**src/rtl/crc_mc_pkg.sv**
```systemverilog
package crc_mc_pkg;

  typedef enum logic [1:0] {
    CRCW_8   = 2'd0,
    CRCW_16  = 2'd1,
    CRCW_32  = 2'd2,
    CRCW_32B = 2'd3
  } crc_width_e;

  // Mask of the live bits of a left-justified value.
  function automatic logic [31:0] width_mask(crc_width_e w);
    case (w)
      CRCW_8:  width_mask = 32'hFF00_0000;
      CRCW_16: width_mask = 32'hFFFF_0000;
      default: width_mask = 32'hFFFF_FFFF;
    endcase
  endfunction

  // Shift that right-justifies a left-justified value.
  function automatic logic [4:0] width_shift(crc_width_e w);
    case (w)
      CRCW_8:  width_shift = 5'd24;
      CRCW_16: width_shift = 5'd16;
      default: width_shift = 5'd0;
    endcase
  endfunction

  function automatic logic [2:0] width_bytes(crc_width_e w);
    case (w)
      CRCW_8:  width_bytes = 3'd1;
      CRCW_16: width_bytes = 3'd2;
      default: width_bytes = 3'd4;
    endcase
  endfunction

endpackage

```
**src/rtl/crc_mc_lane.sv**
```systemverilog
// Folds one byte into a left-justified 32-bit running CRC.
module crc_mc_lane (
  input  logic [31:0] state_i,
  input  logic [7:0]  byte_i,
  input  logic        en_i,
  input  logic [31:0] poly_i,
  input  logic        reflect_i,
  output logic [31:0] state_o
);
  logic [31:0] acc;
  logic        din;
  logic        fb;

  always_comb begin
    acc = state_i;
    din = 1'b0;
    fb  = 1'b0;
    for (int b = 0; b < 8; b++) begin
      din = reflect_i ? byte_i[b] : byte_i[7-b];
      fb  = acc[31] ^ din;
      acc = {acc[30:0], 1'b0} ^ (fb ? poly_i : 32'h0);
    end
    state_o = en_i ? acc : state_i;
  end
endmodule

```
**src/rtl/crc_mc_finish.sv**
```systemverilog
// Applies the final XOR, then reverses (reflected) or right-justifies.
module crc_mc_finish
  import crc_mc_pkg::*;
(
  input  logic [31:0] state_i,
  input  logic [31:0] xor_i,
  input  logic        reflect_i,
  input  crc_width_e  width_i,
  output logic [31:0] crc_o
);
  logic [31:0] mixed;
  logic [31:0] rev;

  always_comb begin
    mixed = state_i ^ xor_i;
    for (int i = 0; i < 32; i++) rev[i] = mixed[31-i];
    crc_o = reflect_i ? rev : (mixed >> width_shift(width_i));
  end
endmodule

```
**src/rtl/crc_mc_psum.sv**
```systemverilog
// Per-channel saved sums.
module crc_mc_psum #(
  parameter int CHANNELS = 4,
  localparam int CHW = (CHANNELS > 1) ? $clog2(CHANNELS) : 1
) (
  input  logic           clk,
  input  logic           rst_n,
  input  logic           wr_en,
  input  logic [CHW-1:0] wr_chan,
  input  logic [31:0]    wr_data,
  input  logic [CHW-1:0] rd_chan,
  output logic [31:0]    rd_data
);
  logic [31:0] sum_q [CHANNELS];

  for (genvar g = 0; g < CHANNELS; g++) begin : g_chan
    logic        hit;
    logic [31:0] sum_d;
    always_comb begin
      hit   = wr_en && (wr_chan == CHW'(g));
      sum_d = hit ? wr_data : sum_q[g];
    end
    always_ff @(posedge clk or negedge rst_n) begin
      if (!rst_n) sum_q[g] <= 32'h0;
      else        sum_q[g] <= sum_d;
    end
  end

  assign rd_data = sum_q[rd_chan];
endmodule

```
**src/rtl/crc_mc_engine.sv**
```systemverilog
module crc_mc_engine
  import crc_mc_pkg::*;
#(
  parameter int LANES    = 2,
  parameter int CHANNELS = 4,
  localparam int CHW  = (CHANNELS > 1) ? $clog2(CHANNELS) : 1,
  localparam int DW   = 8 * LANES,
  localparam int CNTW = $clog2(LANES + 1)
) (
  input  logic            clk,
  input  logic            rst_n,
  input  logic [1:0]      cfg_width,
  input  logic [31:0]     cfg_poly,
  input  logic [31:0]     cfg_init,
  input  logic [31:0]     cfg_xor,
  input  logic            cfg_reflect,
  input  logic            mv_start,
  input  logic [CHW-1:0]  mv_chan,
  input  logic            mv_reset,
  input  logic            mv_append,
  input  logic            mv_xbit,
  input  logic            mv_prefetch,
  input  logic            mv_zero,
  input  logic            in_valid,
  input  logic [CNTW-1:0] in_cnt,
  input  logic [DW-1:0]   in_data,
  output logic            in_ready,
  input  logic            mv_end,
  output logic            res_valid,
  output logic [31:0]     res_crc,
  output logic [2:0]      res_bytes,
  output logic            res_wr_mem
);
  // Move context, captured at start
  logic           busy_q, busy_d;
  logic [CHW-1:0] chan_q, chan_d;
  logic           append_q, append_d, xbit_q, xbit_d;
  logic           pref_q, pref_d, zero_q, zero_d;
  logic           refl_q, refl_d;
  crc_width_e     width_q, width_d;
  logic [31:0]    poly_q, poly_d, xor_q, xor_d;
  logic [31:0]    state_q, state_d;
  // Result registers
  logic           rv_q, rv_d, rwr_q, rwr_d;
  logic [31:0]    rcrc_q, rcrc_d;
  logic [2:0]     rbytes_q, rbytes_d;

  logic        start_ok, beat, close_ok;
  logic [31:0] psum_rd, psum_wd, finished, folded;
  logic [31:0] stage [LANES+1];
  crc_width_e  cfg_w;

  assign cfg_w    = crc_width_e'(cfg_width);
  assign start_ok = mv_start && !busy_q;
  assign beat     = in_valid && busy_q;
  assign close_ok = mv_end && busy_q;

  // Unrolled byte lanes, chained low byte first
  assign stage[0] = state_q;
  for (genvar l = 0; l < LANES; l++) begin : g_lane
    logic       lane_en;
    logic [7:0] lane_byte;
    assign lane_en   = beat && (CNTW'(l) < in_cnt);
    assign lane_byte = zero_q ? 8'h00 : in_data[8*l +: 8];
    crc_mc_lane u_lane (
      .state_i  (stage[l]),
      .byte_i   (lane_byte),
      .en_i     (lane_en),
      .poly_i   (poly_q),
      .reflect_i(refl_q),
      .state_o  (stage[l+1])
    );
  end
  assign folded = stage[LANES];

  crc_mc_finish u_finish (
    .state_i  (folded),
    .xor_i    (xor_q),
    .reflect_i(refl_q),
    .width_i  (width_q),
    .crc_o    (finished)
  );

  assign psum_wd = (append_q || xbit_q) ? finished : folded;

  crc_mc_psum #(.CHANNELS(CHANNELS)) u_psum (
    .clk    (clk),
    .rst_n  (rst_n),
    .wr_en  (close_ok),
    .wr_chan(chan_q),
    .wr_data(psum_wd),
    .rd_chan(mv_chan),
    .rd_data(psum_rd)
  );

  // Next-state logic
  always_comb begin
    busy_d   = busy_q;
    chan_d   = chan_q;
    append_d = append_q;
    xbit_d   = xbit_q;
    pref_d   = pref_q;
    zero_d   = zero_q;
    refl_d   = refl_q;
    width_d  = width_q;
    poly_d   = poly_q;
    xor_d    = xor_q;
    state_d  = state_q;
    rv_d     = close_ok;
    rcrc_d   = rcrc_q;
    rbytes_d = rbytes_q;
    rwr_d    = rwr_q;
    if (start_ok) begin
      busy_d   = 1'b1;
      chan_d   = mv_chan;
      append_d = mv_append;
      xbit_d   = mv_xbit;
      pref_d   = mv_prefetch;
      zero_d   = mv_zero;
      refl_d   = cfg_reflect;
      width_d  = cfg_w;
      poly_d   = cfg_poly & width_mask(cfg_w);
      xor_d    = cfg_xor & width_mask(cfg_w);
      state_d  = mv_reset ? (cfg_init & width_mask(cfg_w)) : psum_rd;
    end else if (busy_q) begin
      state_d = folded;
      if (close_ok) begin
        busy_d   = 1'b0;
        rcrc_d   = finished;
        rbytes_d = append_q ? width_bytes(width_q) : 3'd0;
        rwr_d    = !pref_q || append_q;
      end
    end
  end

  // Registers
  always_ff @(posedge clk or negedge rst_n) begin
    if (!rst_n) begin
      busy_q   <= 1'b0;
      chan_q   <= '0;
      append_q <= 1'b0;
      xbit_q   <= 1'b0;
      pref_q   <= 1'b0;
      zero_q   <= 1'b0;
      refl_q   <= 1'b0;
      width_q  <= CRCW_32;
      poly_q   <= 32'h0;
      xor_q    <= 32'h0;
      state_q  <= 32'h0;
      rv_q     <= 1'b0;
      rcrc_q   <= 32'h0;
      rbytes_q <= 3'd0;
      rwr_q    <= 1'b0;
    end else begin
      busy_q   <= busy_d;
      chan_q   <= chan_d;
      append_q <= append_d;
      xbit_q   <= xbit_d;
      pref_q   <= pref_d;
      zero_q   <= zero_d;
      refl_q   <= refl_d;
      width_q  <= width_d;
      poly_q   <= poly_d;
      xor_q    <= xor_d;
      state_q  <= state_d;
      rv_q     <= rv_d;
      rcrc_q   <= rcrc_d;
      rbytes_q <= rbytes_d;
      rwr_q    <= rwr_d;
    end
  end

  assign in_ready   = busy_q;
  assign res_valid  = rv_q;
  assign res_crc    = rcrc_q;
  assign res_bytes  = rbytes_q;
  assign res_wr_mem = rwr_q;
endmodule

```
**config.mk**
```make
export PLATFORM = sky130hd
export DESIGN_NAME = crc_mc_engine
export DESIGN_NICKNAME = d
export VERILOG_FILES = /design/src/rtl/crc_mc_pkg.sv /design/src/rtl/crc_mc_lane.sv /design/src/rtl/crc_mc_finish.sv /design/src/rtl/crc_mc_psum.sv /design/src/rtl/crc_mc_engine.sv
export SDC_FILE = /design/constraint.sdc
export NUM_CORES = 1
export LEC_CHECK = 0
export BUFFER_PORTS_ARGS = -buffer_cell sky130_fd_sc_hd__clkbuf_2
export CAP_MARGIN = 15
export CORE_MARGIN = 3
export CORE_UTILIZATION = 63
export DETAILED_ROUTE_END_ITERATION = 7
export PLACE_DENSITY = 0.82
export SLEW_MARGIN = 40
export SYNTH_ARGS = -nofsm -noshare
export SYNTH_HDL_FRONTEND = slang
export SYNTH_SLANG_ARGS = --single-unit
export TNS_END_PERCENT = 100
```
**constraint.sdc**
```tcl
create_clock -name clk -period 11.1 [get_ports clk]
set_input_delay 0.555 -clock clk [delete_from_list [all_inputs] [get_ports clk]]
set_output_delay 0.555 -clock clk [all_outputs]
set_load 0.1 [all_outputs]
```
# ---- Word level (Yosys, flattened, before mapping)
# Cells that the tools add are included.
dict set report op_classes {
  n_addsub 0
  multipliers 0
  div 0
  magnitude_cmp 3
  n_eq_ne 5
  shifts 1
  n_mux 52
  n_bitwise 38
  reduce_logical 18
}
# op count
set op_table {}
lappend op_table {{two-way mux 32 bit} 26}
lappend op_table {{XOR 32 bit} 17}
lappend op_table {{bitwise AND 32 bit} 3}
lappend op_table {{binary-select mux 32 bit (select 2 bit)} 1}
lappend op_table {{case mux 24 bit (2 select lines)} 1}
lappend op_table {{>> shifter 32 x 5 -> 32 bit} 1}
lappend op_table {{two-way mux 1 bit} 19}
lappend op_table {{two-way mux 8 bit} 2}
lappend op_table {{XOR 1 bit} 16}
lappend op_table {{case mux 5 bit (2 select lines)} 1}
lappend op_table {{logical AND 1 bit} 9}
lappend op_table {{equality test 2 x 1 -> 1 bit, second input constant} 3}
lappend op_table {{zero test 2 bit} 3}
lappend op_table {{case mux 3 bit (2 select lines)} 1}
lappend op_table {{equality test 2 bit, second input constant} 2}
lappend op_table {{less-than comparator 1 x 2 -> 1 bit, first input constant} 2}
lappend op_table {{>= comparator 3 bit, second input constant} 1}
lappend op_table {{two-way mux 3 bit} 1}
lappend op_table {{inverter 2 -> 3 bit} 1}
lappend op_table {{AND reduction 3 bit} 1}
lappend op_table {{zero test 1 bit} 2}
lappend op_table {{logical OR 1 bit} 2}
lappend op_table {{nonzero test 2 bit} 1}
lappend op_table {{inverter 1 bit} 1}
dict set report word_totals {
  register_bits 271
  latchBits 0
  ram_bits 0
  mem_bits_ro 0
  in_bits 129
  mem_count 0
}

# ---- Logic depth before layout (Yosys ltp)
dict set report logic_depth {
  word_depth 56
  mapped_depth 37
}

# ---- By module
# Synthesis repeated with hierarchy kept, for this count alone.
dict set report hier_totals {
  hier_cells 2205
  hier_area_um2 22039.9
}
# module instances cells_each area_per_inst_um2 seq_area_each_um2
set modules_own_cells {}
lappend modules_own_cells {crc_mc_lane 2 632 4672.0 0.0}
lappend modules_own_cells {crc_mc_engine 1 520 6284.8 3579.7}
lappend modules_own_cells {crc_mc_psum 1 311 5504.0 3203.1}
lappend modules_own_cells {crc_mc_finish 1 110 907.1 0.0}

# ---- Worst setup path after synthesis
# No wires, ideal clock.
dict set report synth_timing {
  path_type {input port to flip-flop}
  start {input port in_data[7]}
  end {register u_psum.sum_q[114] (netlist bit)}
  setup_time_ns 0.095
  arrival_ns 8.649
  path_slack_ns 2.356
  path_stages 33
  path_cell_list {mux2i_4 -> or3_1 -> buf_4 -> a2111oi_4 -> o31a_1 -> or3_1 -> buf_4 -> a21o_1 -> a311o_1 -> a22o_1 -> a311o_1 -> a2111o_1 -> a22o_1 -> a31oi_4 -> xnor2_1 -> clkbuf_1 -> a21oi_1 -> a2111o_1 -> a22o_1 -> a221o_1 -> o221a_2 -> or3_1 -> and4_4 -> buf_6 -> buf_4 -> buf_2 -> a2111o_1 -> nand2_1 -> mux2_2 -> nor4_2 -> a22oi_1 -> and2_1 -> o31ai_1}
}
dict set report synth_between {
  elab_chain_len 56
  word_cells_on_any_way 57
  classes_between {shift: 1; mux: 23; bitwise: 33}
}
# item line
set synth_rtl {}
lappend synth_rtl {{start: declaration} crc_mc_engine.sv:26} ;# input logic [DW-1:0] in_data,
lappend synth_rtl {{two-way mux 8 bit *} crc_mc_engine.sv:64} ;# assign lane_byte = zero_q ? 8'h00 : in_data[8*l +: 8];
lappend synth_rtl {{two-way mux 1 bit} crc_mc_lane.sv:19} ;# din = reflect_i ? byte_i[b] : byte_i[7-b];
lappend synth_rtl {{XOR 1 bit} crc_mc_lane.sv:20} ;# fb = acc[31] ^ din;
lappend synth_rtl {{two-way mux 32 bit} crc_mc_lane.sv:21} ;# acc = {acc[30:0], 1'b0} ^ (fb ? poly_i : 32'h0);
lappend synth_rtl {{XOR 32 bit} crc_mc_lane.sv:21}
lappend synth_rtl {{XOR 1 bit} crc_mc_lane.sv:20}
lappend synth_rtl {{two-way mux 32 bit} crc_mc_lane.sv:21}
lappend synth_rtl {{XOR 32 bit} crc_mc_lane.sv:21}
lappend synth_rtl {{[40 not listed]} --}
lappend synth_rtl {{XOR 1 bit} crc_mc_lane.sv:20}
lappend synth_rtl {{two-way mux 32 bit} crc_mc_lane.sv:21}
lappend synth_rtl {{XOR 32 bit} crc_mc_lane.sv:21}
lappend synth_rtl {{two-way mux 32 bit *} crc_mc_lane.sv:23} ;# state_o = en_i ? acc : state_i;
lappend synth_rtl {{XOR 32 bit} crc_mc_finish.sv:15} ;# mixed = state_i ^ xor_i;
lappend synth_rtl {{>> shifter 32 x 5 -> 32 bit} crc_mc_finish.sv:17} ;# crc_o = reflect_i ? rev : (mixed >> width_shift(width_i));
lappend synth_rtl {{two-way mux 32 bit} crc_mc_finish.sv:17}
lappend synth_rtl {{two-way mux 32 bit *} crc_mc_engine.sv:84} ;# assign psum_wd = (append_q || xbit_q) ? finished : folded;
lappend synth_rtl {{end signal: indexed assignment} crc_mc_psum.sv:25} ;# else sum_q[g] <= sum_d;
lappend synth_rtl {{end: declaration} crc_mc_psum.sv:14} ;# logic [31:0] sum_q [CHANNELS];
# Mark *: on every way between the ends. The rest lies on a longest branch, timed or not.
# A chain may end at the register's enable or synchronous reset.

# ---- Worst setup path in the final report
dict set report layout_timing {
  start {register refl_q}
  end {register rcrc_q[21] (netlist: res_crc[21])}
}
dict set report layout_between {
  elab_chain_len 54
  word_cells_on_any_way 69
  classes_between {shift: 1; mux: 35; bitwise: 33}
}
# item line
set layout_rtl {}
lappend layout_rtl {{start: declaration} crc_mc_engine.sv:39} ;# logic refl_q, refl_d;
lappend layout_rtl {{start signal: assignment} crc_mc_engine.sv:161} ;# refl_q <= refl_d;
lappend layout_rtl {{two-way mux 1 bit} crc_mc_lane.sv:19}
lappend layout_rtl {{XOR 1 bit} crc_mc_lane.sv:20}
lappend layout_rtl {{two-way mux 32 bit} crc_mc_lane.sv:21}
lappend layout_rtl {{XOR 32 bit} crc_mc_lane.sv:21}
lappend layout_rtl {{XOR 1 bit} crc_mc_lane.sv:20}
lappend layout_rtl {{two-way mux 32 bit} crc_mc_lane.sv:21}
lappend layout_rtl {{XOR 32 bit} crc_mc_lane.sv:21}
lappend layout_rtl {{XOR 1 bit} crc_mc_lane.sv:20}
lappend layout_rtl {{[38 not listed]} --}
lappend layout_rtl {{XOR 32 bit} crc_mc_lane.sv:21}
lappend layout_rtl {{XOR 1 bit} crc_mc_lane.sv:20}
lappend layout_rtl {{two-way mux 32 bit} crc_mc_lane.sv:21}
lappend layout_rtl {{XOR 32 bit} crc_mc_lane.sv:21}
lappend layout_rtl {{two-way mux 32 bit} crc_mc_lane.sv:23}
lappend layout_rtl {{XOR 32 bit} crc_mc_finish.sv:15}
lappend layout_rtl {{>> shifter 32 x 5 -> 32 bit} crc_mc_finish.sv:17}
lappend layout_rtl {{two-way mux 32 bit *} crc_mc_finish.sv:17}
lappend layout_rtl {{end signal: assignment} crc_mc_engine.sv:167} ;# rcrc_q <= rcrc_d;
lappend layout_rtl {{end: declaration} crc_mc_engine.sv:45} ;# logic [31:0] rcrc_q, rcrc_d;
# Marks and branches as above.

==> run metrics <==
Clock Latency Late Sink 0.62 ns; synthesized cell area 26,400 um2; grt met2 use 73.3%; Levels on crit path 28; Worst Path Buf+Inv 2; Avg Synthesized Cell Area a little under 8 um2; CTS tree yes; deepest clock path buffer count 3; EDFF count, synth 0; clk slew on worst S/H paths 0.07 ns; Slew @ Worst Pin 0.956 ns; Seq cells post-synth 271; CTS Buf Count 29; r2r worst-path depth 28; GRT Residual Overflow 0; sequential area share after synthesis 25.7%; Pre-Repair DR Iteration Count 8; RSZ-0062 raised after global routing no; DR vias 29,200; area delta synth->final 9.62%; Clock Skew around 0.038 ns; TNS Setup 0 ns; crit share post-route 95.7%; final net count 3,497; non-filler instance count after layout slightly below 4,000; CTS root buf clkbuf_16; die area 44,400 um2; RePlAce Congestion 1.09; Hold Path Class input port to register; # IOs 167; DRT antenna net count 0; 1st-iter DRT viols just under 5,000; Worst setup startpoint refl_q; final wirelength 113,000 um; synth warn 0; worst reg2reg setup slack about 0.48 ns; largest net degree at the start of global routing 94; # Post-CTS Setup Buffers 0; number of vias per cell ~7.4; Hold Vio Cnt, Final 0; Slew HR around 36%; row cnt 74; # setup viols final 0; # placed instances 3,867; Largest stage delay, worst path 0.59 ns; Critical Path End Type register; met3 Use GR 15.0%; vias in the first global route 27,500; Maximum Capacitance Violations 0; DIE WIDTH roughly 210 um; clk sinks 271; Startpoint Class register; startpoint of the worst register-to-register path refl_q; reg-to-reg endpoint res_crc[21]; Top Family by Delay on Critical Path compound AO/OA/AOI/OAI gates; Most used DFF post-synth dfrtp_1; CP max FO 15; n_diodes 0; FMAX 0.0941 GHz; number of remaining DRC errors 0; worst setup path endpoint res_crc[21]; first-pass GRT wire length 168,000 um; die height roughly 210 um; Unique masters post-synth 115; Port Buffers about 170; met1 usage 62.5%; number of H-tree levels 1; post-synthesis cell count 3,353; crit path time final 10.62 ns; critical path class register to register; core footprint around 41,000 um2; Crit path required time 11.52 ns; Net Count, Synth 3,482; busiest grt layer met2; Final HPWL DP 79,800 um; Synth async-reset ratio 100%; Critical Path AT 11.04 ns; Slew Limit Fails 0; status complete, no violations; GRT Util Overall 49.1%; Crit-path slowest cell a2111oi_0; Initial Util 64.2%; routed wire length per instance 28.7 um; initial antenna violation count 4; layout cells sized above 1 15.0%
==> tightest hold or removal path: cells and delay by family <==
family	cells	cell delay [ns]
compound gates	1	0.06
buf+inv	1	0.08
simple gates	1	0.05
==> routing by layer <==
layer | wire [um] | part of all wire, %
met5 | 46 | 0.041
met2 | 47400 | 42
met1 | 38600 | 34
met4 | 9410 | 8.3
met3 | 17200 | 15
==> cell usage in the layout (no fill, tap or decap), types with 29 or more instances in the layout <==
cell type,instances
nor3_1,54
mux4_2,32
clkbuf_16,29
o211ai_1,44
dfrtp_1,267
mux2i_1,53
nand2_1,606
a21oi_1,158
nand3_1,54
nor2_1,256
a22oi_1,32
o31ai_1,46
inv_1,42
and3_1,39
o21ai_1,37
a211oi_1,34
clkbuf_2,164
a31oi_1,30
o22ai_1,32
buf_4,115
a2111oi_0,42
o21ai_0,228
mux2_2,38
xor2_1,51
xnor2_1,315
==> cells in the mapped netlist (19+ instances only) <==
cell / n / area (um2)
o21ai_0: 232 / 1160
nor3_1: 54 / 270
mux4_2: 32 / 721
a2111oi_0: 45 / 394
buf_1: 40 / 150
clkbuf_1: 237 / 890
a22oi_1: 32 / 240
xnor3_1: 27 / 608
nand4_1: 25 / 156
a31oi_1: 32 / 200
and3_1: 40 / 250
a21oi_1: 158 / 791
o211ai_1: 44 / 330
dfrtp_1: 270 / 6760
a211oi_1: 36 / 270
xnor2_1: 318 / 2790
mux2i_1: 54 / 541
a21o_1: 19 / 143
o31ai_1: 46 / 345
xor2_1: 53 / 464
nor4_1: 29 / 181
a22o_1: 28 / 245
o22ai_1: 32 / 200
o21ai_1: 34 / 170
o2111a_1: 23 / 259
nand2_1: 608 / 2280
mux2_2: 38 / 428
a221oi_1: 25 / 219
inv_1: 42 / 158
nor2_1: 258 / 968
and2_1: 26 / 163
nand3_1: 55 / 275
==> logic make-up after synthesis <==
| kind of cell | count (synthesis) | synth area share (%) |
|---|---|---|
| buffers and inverters | 352 | 5.30 |
| AO/OA/AOI/OAI | 1018 | 27.6 |
| multiplexers | 127 | 6.62 |
| AND/OR/NAND/NOR | 1183 | 19.9 |
| flip-flops | 271 | 25.7 |
| XOR/XNOR | 402 | 14.9 |
==> flip-flops by register name, summed over array words and instances (netlist names) <==
register	flops
pref_q	1
res_valid	1
res_wr_mem	1
res_crc	32
xbit_q	1
width_q	2
in_ready	1
chan_q	2
res_bytes	3
refl_q	1
poly_q	32
xor_q	32
append_q	1
state_q	32
u_psum.sum_q	128
zero_q	1
==> metrics by stage <==
stage                     hold slack, ns  worst slack (ns)  area (um2)  utilization (%)
final                              0.158             0.477       28900             70.4
after global routing               0.177        0.00000178       28900             70.4
after CTS                          0.173             0.382       28800             70.0
after detailed placement           0.459             0.378       27700             67.4
after global placement             0.443             0.605       27700             67.3
after floorplan                    0.259              2.36       26400                -
==> repair_timing <==
action / 4_1_cts / 5_1_grt
resized for setup: 0 / 21
setup endpoints to repair: 0 / 144
hold buffers: 1 / 0
endpoints found under the hold margin: 54 / 0
==> final cells by class <==
class	instances	area (um2)
fill	3230	12200
timing repair buffer	288	1810
clock inverter	16	214
multi-input combinational	2731	18400
tap	532	666
sequential	271	6790
inverter	47	176
clock buffer	37	826
==> how the worst min path moves through the flow <==
stage / slack [ns] / start / end / depth (start not counted)
2_1_floorplan: 0.26 / rst_n / append_q / 0
4_1_cts: 0.17 / cfg_xor[19] / xor_q[19] / 2
3_5_place_dp: 0.46 / pref_q / res_wr_mem / 1
5_1_grt: 0.18 / cfg_xor[19] / xor_q[19] / 2
3_3_place_gp: 0.44 / pref_q / res_wr_mem / 1
6_report: 0.16 / cfg_poly[11] / poly_q[11] / 3
Power is left out: the tool's default activity adds up to more than one toggle a clock period on the data nets, which glitch-free logic cannot reach.
